<file path="src/rtl/irq_rt_pkg.sv">
package irq_rt_pkg;

    typedef struct packed {
        logic [7:0] vector;
        logic [2:0] dlv_mode;
        logic       dest_mode;
        logic       polarity;
        logic       trigger;
        logic       mask;
        logic [7:0] dest;
    } rt_entry_t;

    // low word bit positions
    localparam int VEC_LSB  = 0;
    localparam int DLV_LSB  = 8;
    localparam int DMOD_BIT = 11;
    localparam int POL_BIT  = 13;
    localparam int TRIG_BIT = 15;
    localparam int MASK_BIT = 16;
    // high word bit position
    localparam int DEST_LSB = 24;

    localparam rt_entry_t ENTRY_RESET = '{mask: 1'b1, default: '0};

    function automatic logic [31:0] pack_lo(rt_entry_t e);
        logic [31:0] w;
        w = '0;
        w[VEC_LSB +: 8] = e.vector;
        w[DLV_LSB +: 3] = e.dlv_mode;
        w[DMOD_BIT]     = e.dest_mode;
        w[POL_BIT]      = e.polarity;
        w[TRIG_BIT]     = e.trigger;
        w[MASK_BIT]     = e.mask;
        return w;
    endfunction

    function automatic logic [31:0] pack_hi(rt_entry_t e);
        logic [31:0] w;
        w = '0;
        w[DEST_LSB +: 8] = e.dest;
        return w;
    endfunction

endpackage

</file>
<file path="src/rtl/irq_rt_decode.sv">
module irq_rt_decode #(
    parameter int          N_LINES  = 24,
    parameter logic [7:0]  TBL_BASE = 8'h10,
    localparam int         LW       = (N_LINES > 1) ? $clog2(N_LINES) : 1
) (
    input  logic [7:0]    sel,
    output logic          hit_id,
    output logic          hit_ver,
    output logic          hit_entry,
    output logic          hi_half,
    output logic [LW-1:0] line
);
    localparam logic [8:0] SPAN = 9'(2 * N_LINES);

    logic [7:0] off;

    always_comb begin
        off       = sel - TBL_BASE;
        hit_id    = (sel == 8'h00);
        hit_ver   = (sel == 8'h01);
        hit_entry = (sel >= TBL_BASE) && ({1'b0, off} < SPAN);
        hi_half   = off[0];
        line      = off[LW:1];
    end

endmodule

</file>
<file path="src/rtl/irq_rt_entry.sv">
module irq_rt_entry
    import irq_rt_pkg::*;
(
    input  logic        clk,
    input  logic        rst_n,
    input  logic        wr_lo,
    input  logic        wr_hi,
    input  logic [31:0] wdata,
    output rt_entry_t   ent,
    output logic [31:0] lo_word,
    output logic [31:0] hi_word
);
    rt_entry_t ent_d, ent_q;
    logic      unused_bits;

    assign unused_bits = ^{wdata[23:17], wdata[14], wdata[12]};

    always_comb begin
        ent_d = ent_q;
        if (wr_lo) begin
            ent_d.vector    = wdata[VEC_LSB +: 8];
            ent_d.dlv_mode  = wdata[DLV_LSB +: 3];
            ent_d.dest_mode = wdata[DMOD_BIT];
            ent_d.polarity  = wdata[POL_BIT];
            ent_d.trigger   = wdata[TRIG_BIT];
            ent_d.mask      = wdata[MASK_BIT];
        end
        if (wr_hi) begin
            ent_d.dest = wdata[DEST_LSB +: 8];
        end
    end

    always_ff @(posedge clk or negedge rst_n) begin
        if (!rst_n) ent_q <= ENTRY_RESET;
        else        ent_q <= ent_d;
    end

    assign ent     = ent_q;
    assign lo_word = pack_lo(ent_q);
    assign hi_word = pack_hi(ent_q);

    AST_LO_LOAD: assert property (@(posedge clk) disable iff (!rst_n)
        wr_lo |=> (ent_q.vector == $past(wdata[7:0])) && (ent_q.mask == $past(wdata[16]))
                  && (ent_q.trigger == $past(wdata[15])));
    AST_HI_LOAD: assert property (@(posedge clk) disable iff (!rst_n)
        wr_hi |=> ent_q.dest == $past(wdata[31:24]));
    AST_IDLE_HOLD: assert property (@(posedge clk) disable iff (!rst_n)
        (!wr_lo && !wr_hi) |=> $stable(ent_q));

endmodule

</file>
<file path="src/rtl/irq_route_table.sv">
module irq_route_table
    import irq_rt_pkg::*;
#(
    parameter int         N_LINES  = 24,
    parameter logic [7:0] TBL_BASE = 8'h10,
    parameter logic [7:0] VERSION  = 8'h20,
    parameter int         ID_W     = 4
) (
    input  logic                   clk,
    input  logic                   rst_n,
    input  logic [7:0]             bus_addr,
    input  logic                   bus_we,
    input  logic [31:0]            bus_wdata,
    output logic [31:0]            bus_rdata,
    output logic [8*N_LINES-1:0]   line_vector,
    output logic [3*N_LINES-1:0]   line_dlv_mode,
    output logic [N_LINES-1:0]     line_dest_mode,
    output logic [N_LINES-1:0]     line_polarity,
    output logic [N_LINES-1:0]     line_trigger,
    output logic [N_LINES-1:0]     line_mask,
    output logic [8*N_LINES-1:0]   line_dest
);
    localparam int          LW       = (N_LINES > 1) ? $clog2(N_LINES) : 1;
    localparam logic [7:0]  SEL_ADDR = 8'h00;
    localparam logic [7:0]  WIN_ADDR = 8'h10;
    localparam logic [7:0]  MAX_IDX  = 8'(N_LINES - 1);
    localparam logic [31:0] VER_WORD = {8'h00, MAX_IDX, 8'h00, VERSION};
    localparam int          ID_LSB   = 24;

    typedef struct packed {
        logic [7:0]      index;
        logic [ID_W-1:0] id;
    } ctl_t;

    ctl_t ctl_d, ctl_q;

    logic          hit_id, hit_ver, hit_entry, hi_half;
    logic [LW-1:0] line;
    logic          win_wr;
    logic [N_LINES-1:0] lo_wr_vec, hi_wr_vec;
    logic [31:0]   lo_words [N_LINES];
    logic [31:0]   hi_words [N_LINES];
    logic [31:0]   win_rdata;

    irq_rt_decode #(.N_LINES(N_LINES), .TBL_BASE(TBL_BASE)) u_decode (
        .sel      (ctl_q.index),
        .hit_id   (hit_id),
        .hit_ver  (hit_ver),
        .hit_entry(hit_entry),
        .hi_half  (hi_half),
        .line     (line)
    );

    assign win_wr = bus_we && (bus_addr == WIN_ADDR);

    // control registers: selector and identifier
    always_comb begin
        ctl_d = ctl_q;
        if (bus_we && (bus_addr == SEL_ADDR)) ctl_d.index = bus_wdata[7:0];
        if (win_wr && hit_id)                 ctl_d.id    = bus_wdata[ID_LSB +: ID_W];
    end

    always_ff @(posedge clk or negedge rst_n) begin
        if (!rst_n) ctl_q <= '0;
        else        ctl_q <= ctl_d;
    end

    for (genvar g = 0; g < N_LINES; g++) begin : g_line
        rt_entry_t ent;

        assign lo_wr_vec[g] = win_wr && hit_entry && (line == LW'(g)) && !hi_half;
        assign hi_wr_vec[g] = win_wr && hit_entry && (line == LW'(g)) &&  hi_half;

        irq_rt_entry u_entry (
            .clk    (clk),
            .rst_n  (rst_n),
            .wr_lo  (lo_wr_vec[g]),
            .wr_hi  (hi_wr_vec[g]),
            .wdata  (bus_wdata),
            .ent    (ent),
            .lo_word(lo_words[g]),
            .hi_word(hi_words[g])
        );

        assign line_vector[8*g +: 8]   = ent.vector;
        assign line_dlv_mode[3*g +: 3] = ent.dlv_mode;
        assign line_dest_mode[g]       = ent.dest_mode;
        assign line_polarity[g]        = ent.polarity;
        assign line_trigger[g]         = ent.trigger;
        assign line_mask[g]            = ent.mask;
        assign line_dest[8*g +: 8]     = ent.dest;
    end

    // read path
    always_comb begin
        win_rdata = '0;
        if (hit_id) begin
            win_rdata[ID_LSB +: ID_W] = ctl_q.id;
        end else if (hit_ver) begin
            win_rdata = VER_WORD;
        end else if (hit_entry) begin
            win_rdata = hi_half ? hi_words[line] : lo_words[line];
        end
        case (bus_addr)
            SEL_ADDR: bus_rdata = {24'h0, ctl_q.index};
            WIN_ADDR: bus_rdata = win_rdata;
            default:  bus_rdata = '0;
        endcase
    end

    AST_SEL_LOAD: assert property (@(posedge clk) disable iff (!rst_n)
        (bus_we && bus_addr == SEL_ADDR) |=> ctl_q.index == $past(bus_wdata[7:0]));
    AST_ONE_WORD: assert property (@(posedge clk) disable iff (!rst_n)
        $onehot0({lo_wr_vec, hi_wr_vec}));
    AST_VER_READ: assert property (@(posedge clk) disable iff (!rst_n)
        (bus_addr == WIN_ADDR && ctl_q.index == 8'h01) |-> bus_rdata[23:16] == MAX_IDX);
    AST_UNMAPPED_ZERO: assert property (@(posedge clk) disable iff (!rst_n)
        (bus_addr == WIN_ADDR && !hit_id && !hit_ver && !hit_entry) |-> bus_rdata == 32'h0);
    AST_OTHER_ADDR: assert property (@(posedge clk) disable iff (!rst_n)
        (bus_addr != WIN_ADDR && bus_addr != SEL_ADDR) |-> bus_rdata == 32'h0);
    AST_NO_STRAY_WRITE: assert property (@(posedge clk) disable iff (!rst_n)
        !win_wr |-> ({lo_wr_vec, hi_wr_vec} == '0));

endmodule

</file>
<file path="config.mk">
export PLATFORM = sky130hd
export DESIGN_NAME = irq_route_table
export DESIGN_NICKNAME = d
export VERILOG_FILES = /design/src/rtl/irq_rt_pkg.sv /design/src/rtl/irq_rt_decode.sv /design/src/rtl/irq_rt_entry.sv /design/src/rtl/irq_route_table.sv
export SDC_FILE = /design/constraint.sdc
export NUM_CORES = 1
export LEC_CHECK = 0
export ABC_AREA = 1
export BUFFER_PORTS_ARGS = -buffer_cell sky130_fd_sc_hd__buf_2
export CAP_MARGIN = 10
export CORE_AREA = 4 4 290 292
export CTS_BUF_LIST = sky130_fd_sc_hd__clkbuf_2 sky130_fd_sc_hd__clkbuf_4 sky130_fd_sc_hd__clkbuf_8
export DETAILED_ROUTE_END_ITERATION = 8
export DIE_AREA = 0 0 294 296
export PLACE_DENSITY_LB_ADDON = 0.08
export SYNTH_ARGS = -nofsm -noshare
export SYNTH_HDL_FRONTEND = slang
export SYNTH_SLANG_ARGS = --single-unit
</file>
<file path="constraint.sdc">
create_clock -name clk -period 6.11 [get_ports clk]
set_input_delay 0.611 -clock clk [delete_from_list [all_inputs] [get_ports clk]]
set_output_delay 0.611 -clock clk [all_outputs]
set_load 0.02 [all_outputs]
</file>
---- Yosys cells after proc, flatten, opt, wreduce, memory -nomap -nowiden ----
Index checks and enable logic that the tools add are counted.
storage, ports and cells
  register bits ........................... 564
  input bits .............................. 43
  output and inout bits ................... 584
  word-level logic and storage cells ...... 294
operators by class
  $add $sub $neg .......................... 1
  $lt $le $gt $ge ......................... 3
  eq/ne operators ......................... 25
  muxes and demuxes ....................... 13
  bitwise operators ....................... 1
  reduce and logical (&&, ||, !) cells .... 81
operators with widths
  operator                                                                      number
  32-bit binary-select mux with 5-bit select                                    2
  32-bit two-way mux                                                            7
  1-bit logical AND                                                             77
  32-bit case mux with 2 select lines                                           1
  5-bit by 4-bit equality test with 1-bit output, second input constant         8
  5-bit equality test, second input constant                                    8
  24-bit two-way mux                                                            1
  5-bit by 3-bit equality test with 1-bit output, second input constant         4
  8-bit zero test                                                               2
  5-bit by 2-bit equality test with 1-bit output, second input constant         2
  8-bit by 1-bit equality test with 1-bit output, second input constant         1
  8-bit by 5-bit equality test with 1-bit output, second input constant         1
  8-bit by 5-bit >= comparator with 1-bit output, second input constant         1
  8-bit by 6-bit less-than comparator with 1-bit output, second input constant  1
  4-bit two-way mux                                                             2
  8-bit by 5-bit subtractor with 8-bit output, second input constant            1
  6-bit >= comparator, second input constant                                    1
  5-bit NOT with 6-bit output                                                   1
  5-bit by 1-bit equality test with 1-bit output, second input constant         1
  5-bit zero test                                                               1
  1-bit zero test                                                               1

---- Longest topological paths before layout ----
Gate-level depths: netlist of run 1.
  depth after elaboration ................. 10
  depth in mapped cells ................... 14
  gate-level depth less buffers ........... 13

---- Modules after synthesis ----
From an unflattened synthesis of run 1, not the netlist that was laid out.
second synthesis, totals
  cell total of the unflattened synthesis .. 6,776
  area total of the unflattened synthesis .. 47,182.8 um^2
modules (own cells, without submodules)
  module           instances  cells each  area an instance (um^2)  seq. area each (um^2)
  irq_rt_entry     24         163         1,392.6                  576.8
  irq_route_table  1          2,835       13,601.8                 300.3
  irq_rt_decode    1          29          158.9                    0.0

---- Worst setup path before layout of run 1 ----
Ideal clock, no wire load.
  kind .................................... register to output
  start point ............................. register ctl_q[8] in the netlist's numbering
  end point ............................... output port bus_rdata[16]
  data arrival time ....................... 2.289 ns
  data required time ...................... 5.499 ns
  slack ................................... 3.210 ns
  cell stages (with the launch flop) ...... 12
  buffers on the path ..................... 4
  cell sequence ........................... dfrtp_1 inv_2 ha_1 buf_2 inv_2 buf_2 clkbuf_1 clkbuf_1 a21oi_1 nand2_1 nand2_1 a21oi_1
on the way
  cells in the longest elaborated chain, start to end .. 10
  elaborated cells between the ends (all ways) .. 18
  those cells by class .................... 1 x add/sub; 2 x order compare; 1 x eq/ne; 11 x mux; 1 x bitwise; 2 x reduce/logical
ends and longest elaborated chain
  what                                                    RTL line                RTL
  from (decl)                                             irq_route_table.sv:35   ctl_t ctl_d, ctl_q;
  from (signal assigned)                                  irq_route_table.sv:65   else ctl_q <= ctl_d;
  8-bit by 5-bit subtractor with 8-bit output             irq_rt_decode.sv:18     off = sel - TBL_BASE;
  5-bit NOT with 6-bit output (implied by the code)       irq_route_table.sv:102  win_rdata = hi_half ? hi_words[line] : lo_words[line];
  32-bit binary-select mux with 5-bit select              irq_route_table.sv:102
  32-bit two-way mux (implied by the code) (2 in series)  irq_route_table.sv:102
  32-bit two-way mux                                      irq_route_table.sv:102
  32-bit two-way mux                                      irq_route_table.sv:101  end else if (hit_entry) begin
  32-bit two-way mux                                      irq_route_table.sv:99   end else if (hit_ver) begin
  24-bit two-way mux (*)                                  irq_route_table.sv:97   if (hit_id) begin
  32-bit case mux with 2 select lines (*)                 irq_route_table.sv:104  case (bus_addr)
  to (decl)                                               irq_route_table.sv:14   output logic [31:0] bus_rdata,
Mark *: on every way between the ends. The rest lies on a longest branch, timed or not. The select of a mux whose other input is x is not followed.

---- Worst setup path in the final report of run 1 ----
  start point ............................. register ctl_q[4] in the netlist's numbering
  end point ............................... output port bus_rdata[2]
Same word-level chain as after synthesis.

==> metrics.csv, run 1 <==
metric,value,unit
Hold Path Class,input pin to register,
port bufs,611,
warnings from Yosys,0,
"worst slack, placed",1.97,ns
Max Clk Rate,209,MHz
Critical Path RT,5.50,ns
nets,3595,
DR iter-0 viols,2089,
GRT Overall Usage,26.4,%
Least-Margin Pin Slew,1.20,ns
Leak,16.3,nW
global-route wire length before repair,169,mm
DR WL/cell,25.1,um
count of different cell masters after synthesis,29,
I/O pins,627,
hold endpoint,g_line[12].u_entry.ent[15],
Die Ht,296,um
initial core utilization,30.8,%
Fin. Hold Viols,0,
Inserted Clock Buffers,105,
detailed placement HPWL,83.0,mm
CTS resizes,0,
die width,294,um
area grow syn2layout,24.5,%
MaxCap Viol Count,0,
most frequent cells in the layout,"nand2_1 (1167), buf_2 (610), dfrtp_1 (539)",
Final Hold Slack,0.470,ns
via/cell ratio,5.12,
clk_lat worst skew,0.73,ns
CP max FO,32,
drt first pass iters,6,
VDD IR max,0.131,mV
Hold Crit Start,bus_wdata[0],
crit share post-route,78.4,%
clock buffer depth,3,
reg-to-reg setup timing slack,2.07,ns
Final Wtd Congestion,0.824,
largest net degree at the start of global routing,161,
PwrDens,258,nW/um^2
CTS root buf,clkbuf_8,
Post-Route WL,118,mm
clock sinks,564,
unrepaired setup endpoints after global routing,false,
register area share after synthesis,56.3,%
final setup slack of the worst path,1.32,ns
worst reg2reg path startpoint,ctl_q[8],
hold-critical path depth,4,
Startpoint Class,register,
Core Rows,105,
slew margin rel.,19.9,%
Setup CP Type,register to primary output,
CTS tree,built,
die footprint,87000,um^2
H-Tree Depth,3,
synthesized cell area,25100,um^2
Syn Inst Count,3021,
layout cell share with drive strength beyond 1,24.8,%
routed vias,24100,
register bit total from synthesis,564,
number of global-route vias before repair,23500,
Final Max Slew Viols,0,
initial antenna violation count,2,
status,"complete, no violations",
"commonest non-fill, non-tap cell in the layout",nand2_1,
Clock Pin Slew Worst Setup and Hold Paths,0.06,ns
core region area,81600,um^2
crit path DAT,4.18,ns
number of cells on the worst reg-to-reg path,9,
Critical Path Sink Type,primary output,
Setup TNS,0,ns
skew final,0.0336,ns
fill count,8564,
number of remaining DRC errors,0,
reg-to-reg endpoint,g_line[7].u_entry.ent[21],
total gr overflow,0,
Syn Area/Cell,8.32,um^2
final setup vio count,0,
ANT nets after route,0,
crit path time final,4.79,ns
[how the worst max path moves through the flow]
stage | slack, ns | start | cells past startpoint | end
after detailed placement | 1.97 | ctl_q[4] | 10 | bus_rdata[2]
after CTS | 1.17 | ctl_q[4] | 10 | bus_rdata[2]
after global routing | 0.75 | ctl_q[4] | 10 | bus_rdata[2]
final | 1.32 | ctl_q[4] | 10 | bus_rdata[2]
after floorplan | 3.21 | ctl_q[8] | 11 | bus_rdata[16]
after global placement | 2.04 | ctl_q[4] | 10 | bus_rdata[2]
[layout make-up]
cell class | count | area, um^2 | area share, %
well taps | 1070 | 1340 | 4.28
inverters | 64 | 243 | 0.775
flip-flops and latches | 564 | 14100 | 45.2
multi-input cells | 2153 | 9790 | 31.3
repair buffers | 662 | 3520 | 11.3
diodes | 2 | 5.00 | 0.0160
clock buffers | 176 | 2120 | 6.76
clock inverters | 17 | 146 | 0.468
[synth_stat cells]
| cell type | number | area share (%) |
|---|---|---|
| nand2_1 | 1167 | 17 |
| nor3_2 | 2 | 0.080 |
| a21o_1 | 7 | 0.21 |
| or2_2 | 1 | 0.025 |
| nor3_1 | 13 | 0.26 |
| clkinv_1 | 1 | 0.015 |
| buf_4 | 11 | 0.33 |
| conb_1 | 1 | 0.015 |
| nor4_1 | 1 | 0.025 |
| inv_1 | 58 | 0.87 |
| ha_1 | 2 | 0.10 |
| o21ai_1 | 77 | 1.5 |
| buf_6 | 2 | 0.090 |
| nor2_2 | 4 | 0.10 |
| nand3_1 | 95 | 1.9 |
| a22o_1 | 20 | 0.70 |
| nand3_2 | 6 | 0.24 |
| nand4_1 | 27 | 0.67 |
| a21oi_1 | 25 | 0.50 |
| o21ai_0 | 507 | 10 |
| buf_1 | 21 | 0.31 |
| dfrtp_1 | 540 | 54 |
| buf_2 | 39 | 0.78 |
| inv_2 | 5 | 0.075 |
| dfstp_2 | 24 | 2.5 |
| nor2_1 | 62 | 0.93 |
| a22oi_1 | 130 | 3.9 |
| clkbuf_1 | 172 | 2.6 |
| a21boi_0 | 1 | 0.030 |
[critical path, stage by stage (launching register included)]
cell and delay, ns:
dfrtp_1 1.03, clkinv_1 1.01, nand2_1 0.35, nand2_1 0.11, nor3_2 0.12, buf_4 0.24, nand2_1 0.07, inv_1 0.05
nand2_1 0.19, nand2_1 0.11, buf_2 0.17
[registers in the layout, summed over array words and instances, names as in the netlist]
signal and cells:
ctl_q 12, g_line.u_entry.ent 552
[cell families after synthesis]
family          after synthesis  share of synthesized area [%]
compound gates              767                           16.9
other cells                   1                         0.0149
buf+inv                     309                           5.03
fa+ha+maj                     2                         0.0995
simple gates               1378                           21.6
flops                       564                           56.3
[metal layers]
layer / routed length (um) / part of all wire [%] / global-route usage, % / vias to the layer above
li1: - / - / - / 11100
met3: 9370 / 7.9 / 6.71 / 171
met5: 9 / 0.0076 / 0 / -
met4: 3930 / 3.3 / 9.22 / 2
met2: 57400 / 49 / 44.9 / 948
met1: 47500 / 40 / 32.8 / 11900
[report_power, final]
part / internal, mW / total, mW / switching (mW) / leakage [nW]
combinational: 0.0492 / 0.384 / 0.335 / 7.27
sequential: 3.74 / 3.75 / 0.00809 / 7.79
clock: 2.23 / 3.95 / 1.72 / 1.22
total: 6.02 / 8.09 / 2.07 / 16.3
[metrics by stage]
stage	util [%]	std cells	power, mW	cell area (um^2)
3_5_place_dp	35.5	4511	4.21	29000
5_1_grt	38.4	4707	8.38	31300
4_1_cts	38.3	4705	8.19	31300
3_3_place_gp	35.5	4511	4.21	29000
6_report	38.4	4708	8.09	31300
2_1_floorplan	-	3026	3.97	25200
[what timing repair did]
action / CTS / global route
endpoints found under the hold margin: 84 / 0
hold buffers: 1 / 0
setup buffers: 0 / 0
Power figures use the tool's default switching activity.
==> run 2, diff against run 1 <==
--- a/config.mk
+++ b/config.mk
@@ -5,13 +5,13 @@
 export SDC_FILE = /design/constraint.sdc
 export NUM_CORES = 1
 export LEC_CHECK = 0
-export ABC_AREA = 1
+export ABC_AREA = 0
 export BUFFER_PORTS_ARGS = -buffer_cell sky130_fd_sc_hd__buf_2
 export CAP_MARGIN = 10
-export CORE_AREA = 4 4 290 292
+export CORE_AREA = 4 4 299 301
 export CTS_BUF_LIST = sky130_fd_sc_hd__clkbuf_2 sky130_fd_sc_hd__clkbuf_4 sky130_fd_sc_hd__clkbuf_8
 export DETAILED_ROUTE_END_ITERATION = 8
-export DIE_AREA = 0 0 294 296
+export DIE_AREA = 0 0 303 305
 export PLACE_DENSITY_LB_ADDON = 0.08
 export SYNTH_ARGS = -nofsm -noshare
 export SYNTH_HDL_FRONTEND = slang
==> constraint.sdc (replaced) <==
create_clock -name clk -period 4.57 [get_ports clk]
set_input_delay 0.457 -clock clk [delete_from_list [all_inputs] [get_ports clk]]
set_output_delay 0.457 -clock clk [all_outputs]
set_load 0.02 [all_outputs]
==> run 2 against run 1 <==
Against the previous run:
- utilization up 0.58 points
- clock skew increased by 0.022 ns
- hold slack got worse by 0.14 ns
- first-iteration DRC count shrank 56%
- highest routed layer unchanged
- critical path depth is 4 lower
- clock-buffer cell count up 3
- routed wire length down 8.5%
- largest cell class unchanged
- synthesized cell count fell by 44%
- sequential power increased by 34%
==> metrics.csv, run 2 <==
metric,value,unit,change
nets,2388,,was 3595
via/cell ratio,5.11,,was 5.12
Post-Route WL,108,mm,was 118 mm
sw frac,24.4,%,was 25.6%
Die Ht,305,um,was 296 um
DR WL/cell,30.1,um,was 25.1 um
Critical Path RT,4.11,ns,was 5.50 ns
global-route wire length before repair,154,mm,was 169 mm
register bit total from synthesis,564,,unchanged
Final Hold Slack,0.332,ns,was 0.470 ns
metal1 wirelength,41.6,mm,was 47.5 mm
CP max FO,50,,was 32
"Cell Chain, Critical Path",buf_4 -> mux4_2 -> mux4_2 -> inv_1 -> o22ai_1 -> buf_2,,was clkinv_1 -> nand2_1 -> nand2_1 -> nor3_2 -> buf_4 -> nand2_1 -> inv_1 -> nand2_1 -> nand2_1 -> buf_2
ys flop type,dfrtp_1,,unchanged
ANT nets after route,0,,unchanged
most frequent cells in the layout,"buf_2 (610), mux2_2 (569), dfrtp_1 (537)",,"was nand2_1 (1167), buf_2 (610), dfrtp_1 (539)"
crit path time final,4.21,ns,
met3 WL post-DR,8.11,mm,was 9.37 mm
drt first pass iters,5,,was 6
final setup vio count,0,,unchanged
"FFs w/ async S/R, synth",100,%,unchanged
register area share after synthesis,52.9,%,was 56.3%
MaxCap Viol Count,0,,unchanged
Setup TNS,0,ns,unchanged
Hold Path Class,input pin to asynchronous set/reset pin,,was input pin to register
clk_lat worst skew,0.72,ns,was 0.73 ns
port bufs,611,,unchanged
Final Wtd Congestion,0.790,,was 0.824
number of global-route vias before repair,19800,,was 23500
unrepaired setup endpoints after global routing,false,,unchanged
skew final,0.0559,ns,was 0.0336 ns
Max Clk Rate,237,MHz,
crit path DAT,3.75,ns,was 4.18 ns
CP bufs+invs,3,,was 4
Critical Path Sink Type,primary output,,unchanged
DR iter-0 viols,925,,was 2089
area grow syn2layout,26.3,%,was 24.5%
"count leader, synth",mux2_2,,was nand2_1
die footprint,92400,um^2,was 87000 um^2
status,"complete, no violations",,unchanged
Fin. Hold Viols,0,,unchanged
Inserted Clock Buffers,106,,was 105
Least-Margin Pin Slew,0.915,ns,was 1.20 ns
share of the synthesized area in the top cell type,50.6,%,was 53.8%
warnings from Yosys,0,,unchanged
crit share post-route,92.2,%,
Max Used Layer,met5,,unchanged
initial core utilization,30.9,%,was 30.8%
"commonest non-fill, non-tap cell in the layout",buf_2,,was nand2_1
routed vias,18300,,was 24100
VDD IR max,0.231,mV,was 0.131 mV
H-Tree Depth,3,,unchanged
clock sinks,564,,unchanged
fill count,8364,,was 8564
Worst path depth,6,,was 10
die width,303,um,was 294 um
count of different cell masters after synthesis,53,,was 29
"Largest delay share family, worst path",flip-flops,,was buffers and inverters
Sequential Power Share,46.3,%,was 46.4%
largest net degree at the start of global routing,118,,was 161
PwrDens,323,nW/um^2,was 258 nW/um^2
initial antenna violation count,2,,unchanged
placed instance count,3389,,was 4511
CTS root buf,clkbuf_8,,unchanged
"Largest stage delay, worst path",1.01,ns,was 1.03 ns
synth top area cells,"dfrtp_1 (51%), mux2_2 (24%), mux4_2 (12%)",,"was dfrtp_1 (54%), nand2_1 (17%), o21ai_0 (10%)"
layout cell share with drive strength beyond 1,68.8,%,was 24.8%
Core Rows,108,,was 105
total gr overflow,0,,unchanged
number of remaining DRC errors,0,,unchanged
Int Power,8.23,mW,was 6.02 mW
detailed placement HPWL,76.3,mm,was 83.0 mm
Syn Area/Cell,15.8,um^2,was 8.32 um^2
GRT Overall Usage,23.1,%,was 26.4%
Startpoint Class,register,,unchanged
Syn Inst Count,1693,,was 3021
total power,10.9,mW,was 8.09 mW
Synth top cells by count,"mux2_2 (569), dfrtp_1 (540), mux4_2 (148)",,"was nand2_1 (1167), dfrtp_1 (540), o21ai_0 (507)"
Clk pwr share,49.5,%,was 48.9%
Combinational Power Share,4.3,%,was 4.8%
Leak,17.7,nW,was 16.3 nW
leading area contributor after synthesis,dfrtp_1,,unchanged
CTS tree,built,,unchanged
NetSw,2.66,mW,was 2.07 mW
Crit path top cell by count,mux4_2,,was nand2_1
Final Max Slew Viols,0,,unchanged
Setup CP Type,register to primary output,,unchanged
CP max-delay cell,dfrtp_4,,was dfrtp_1
clock buffer depth,3,,unchanged
core region area,86600,um^2,was 81600 um^2
max FFs per register,552,,unchanged
DR WL met2,55.2,mm,was 57.4 mm
Clock Pin Slew Worst Setup and Hold Paths,0.06,ns,about the same
I/O pins,627,,unchanged
number of flops mapped to enable cells by yosys,0,,unchanged
number of cells on the worst reg-to-reg path,5,,was 9
Non-Filler Instances,3587,,was 4708
slew margin rel.,38.7,%,was 19.9%
synthesized cell area,26700,um^2,was 25100 um^2
[run 2: changes by cell type after synthesis, moves of 57 or more]
cell	before	now
nand2_1	1167	33
clkbuf_1	172	58
o21ai_1	77	0
nor2_1	62	5
mux2_2	0	569
mux4_2	0	148
nand3_1	95	18
a22oi_1	130	1
o21ai_0	507	1
[run 2: logic make-up after synthesis]
group | synth area share (%)
adder cells (fa/ha/maj) | 0.0936
buffers and inverters | 2.79
flip-flops | 52.9
multiplexers | 37.7
AND/OR/NAND/NOR | 5.18
AO/OA/AOI/OAI | 1.25
other | 0.0140
[run 2: metrics by stage]
step	cell area, um^2	utilization [%]	setup slack, ns
after floorplan	26700	-	0.168
after global placement	31300	36.2	0.856
after detailed placement	31300	36.2	0.820
after CTS	33700	38.9	0.00754
after global routing	33700	39.0	0.187
final	33700	39.0	0.359
[run 2: final timing paths]
check / startpoint / to / slack [ns]
min: rst_n / g_line[17].u_entry.ent[1] / 0.33
min in group clk: bus_wdata[16] / g_line[13].u_entry.ent[8] / 0.35
max: ctl_q[6] / bus_rdata[10] / 0.36
min reg2reg: ctl_q[2] / ctl_q[2] / 0.51
max reg2reg: ctl_q[7] / g_line[17].u_entry.ent[10] / 1.06
max in group asynchronous: rst_n / g_line[21].u_entry.ent[12] / 3.10
[run 2: final cells by class]
cell class	count	area, um^2	share of cell area, %
timing repair buffer	678	3700	11.0
inverter	21	78.8	0.234
antenna	1	2.50	0.00742
clock buffer	179	2240	6.65
sequential	564	14200	42.0
tap	1155	1450	4.28
multi-input combinational	972	12000	35.5
clock inverter	17	140	0.415
[run 2: worst reg2reg max path, stage by stage (launching register included)]
cell and delay [ns]:
dfrtp_4 0.74, nor3b_1 0.49, nand4_1 0.62, nor3_4 0.79, buf_4 0.37, mux2_2 0.37
[run 2: power groups by stage]
stage / Sequential (mW) / Combinational, mW / Clock [mW]
floorplan: 5.09 / 0.228 / 0
finish: 5.04 / 0.463 / 5.39
global route: 5.03 / 0.508 / 5.81
global placement: 5.12 / 0.464 / 0
CTS: 5.04 / 0.474 / 5.57
detailed placement: 5.12 / 0.472 / 0
[run 2: routing by layer]
metal | vias up | global-route usage, %
met3 | 169 | 6.60
met2 | 625 | 40.1
met4 | 2 | 7.12
met5 | - | 0
met1 | 9788 | 27.8
li1 | 7740 | -
[run 2: timing repair]
item | in CTS | in global routing
hold endpoints to repair | 54 | 0
hold buffers | 1 | 0
setup buffers | 0 | 0
resized for setup | 0 | 1
endpoints found under the setup margin | 0 | 9
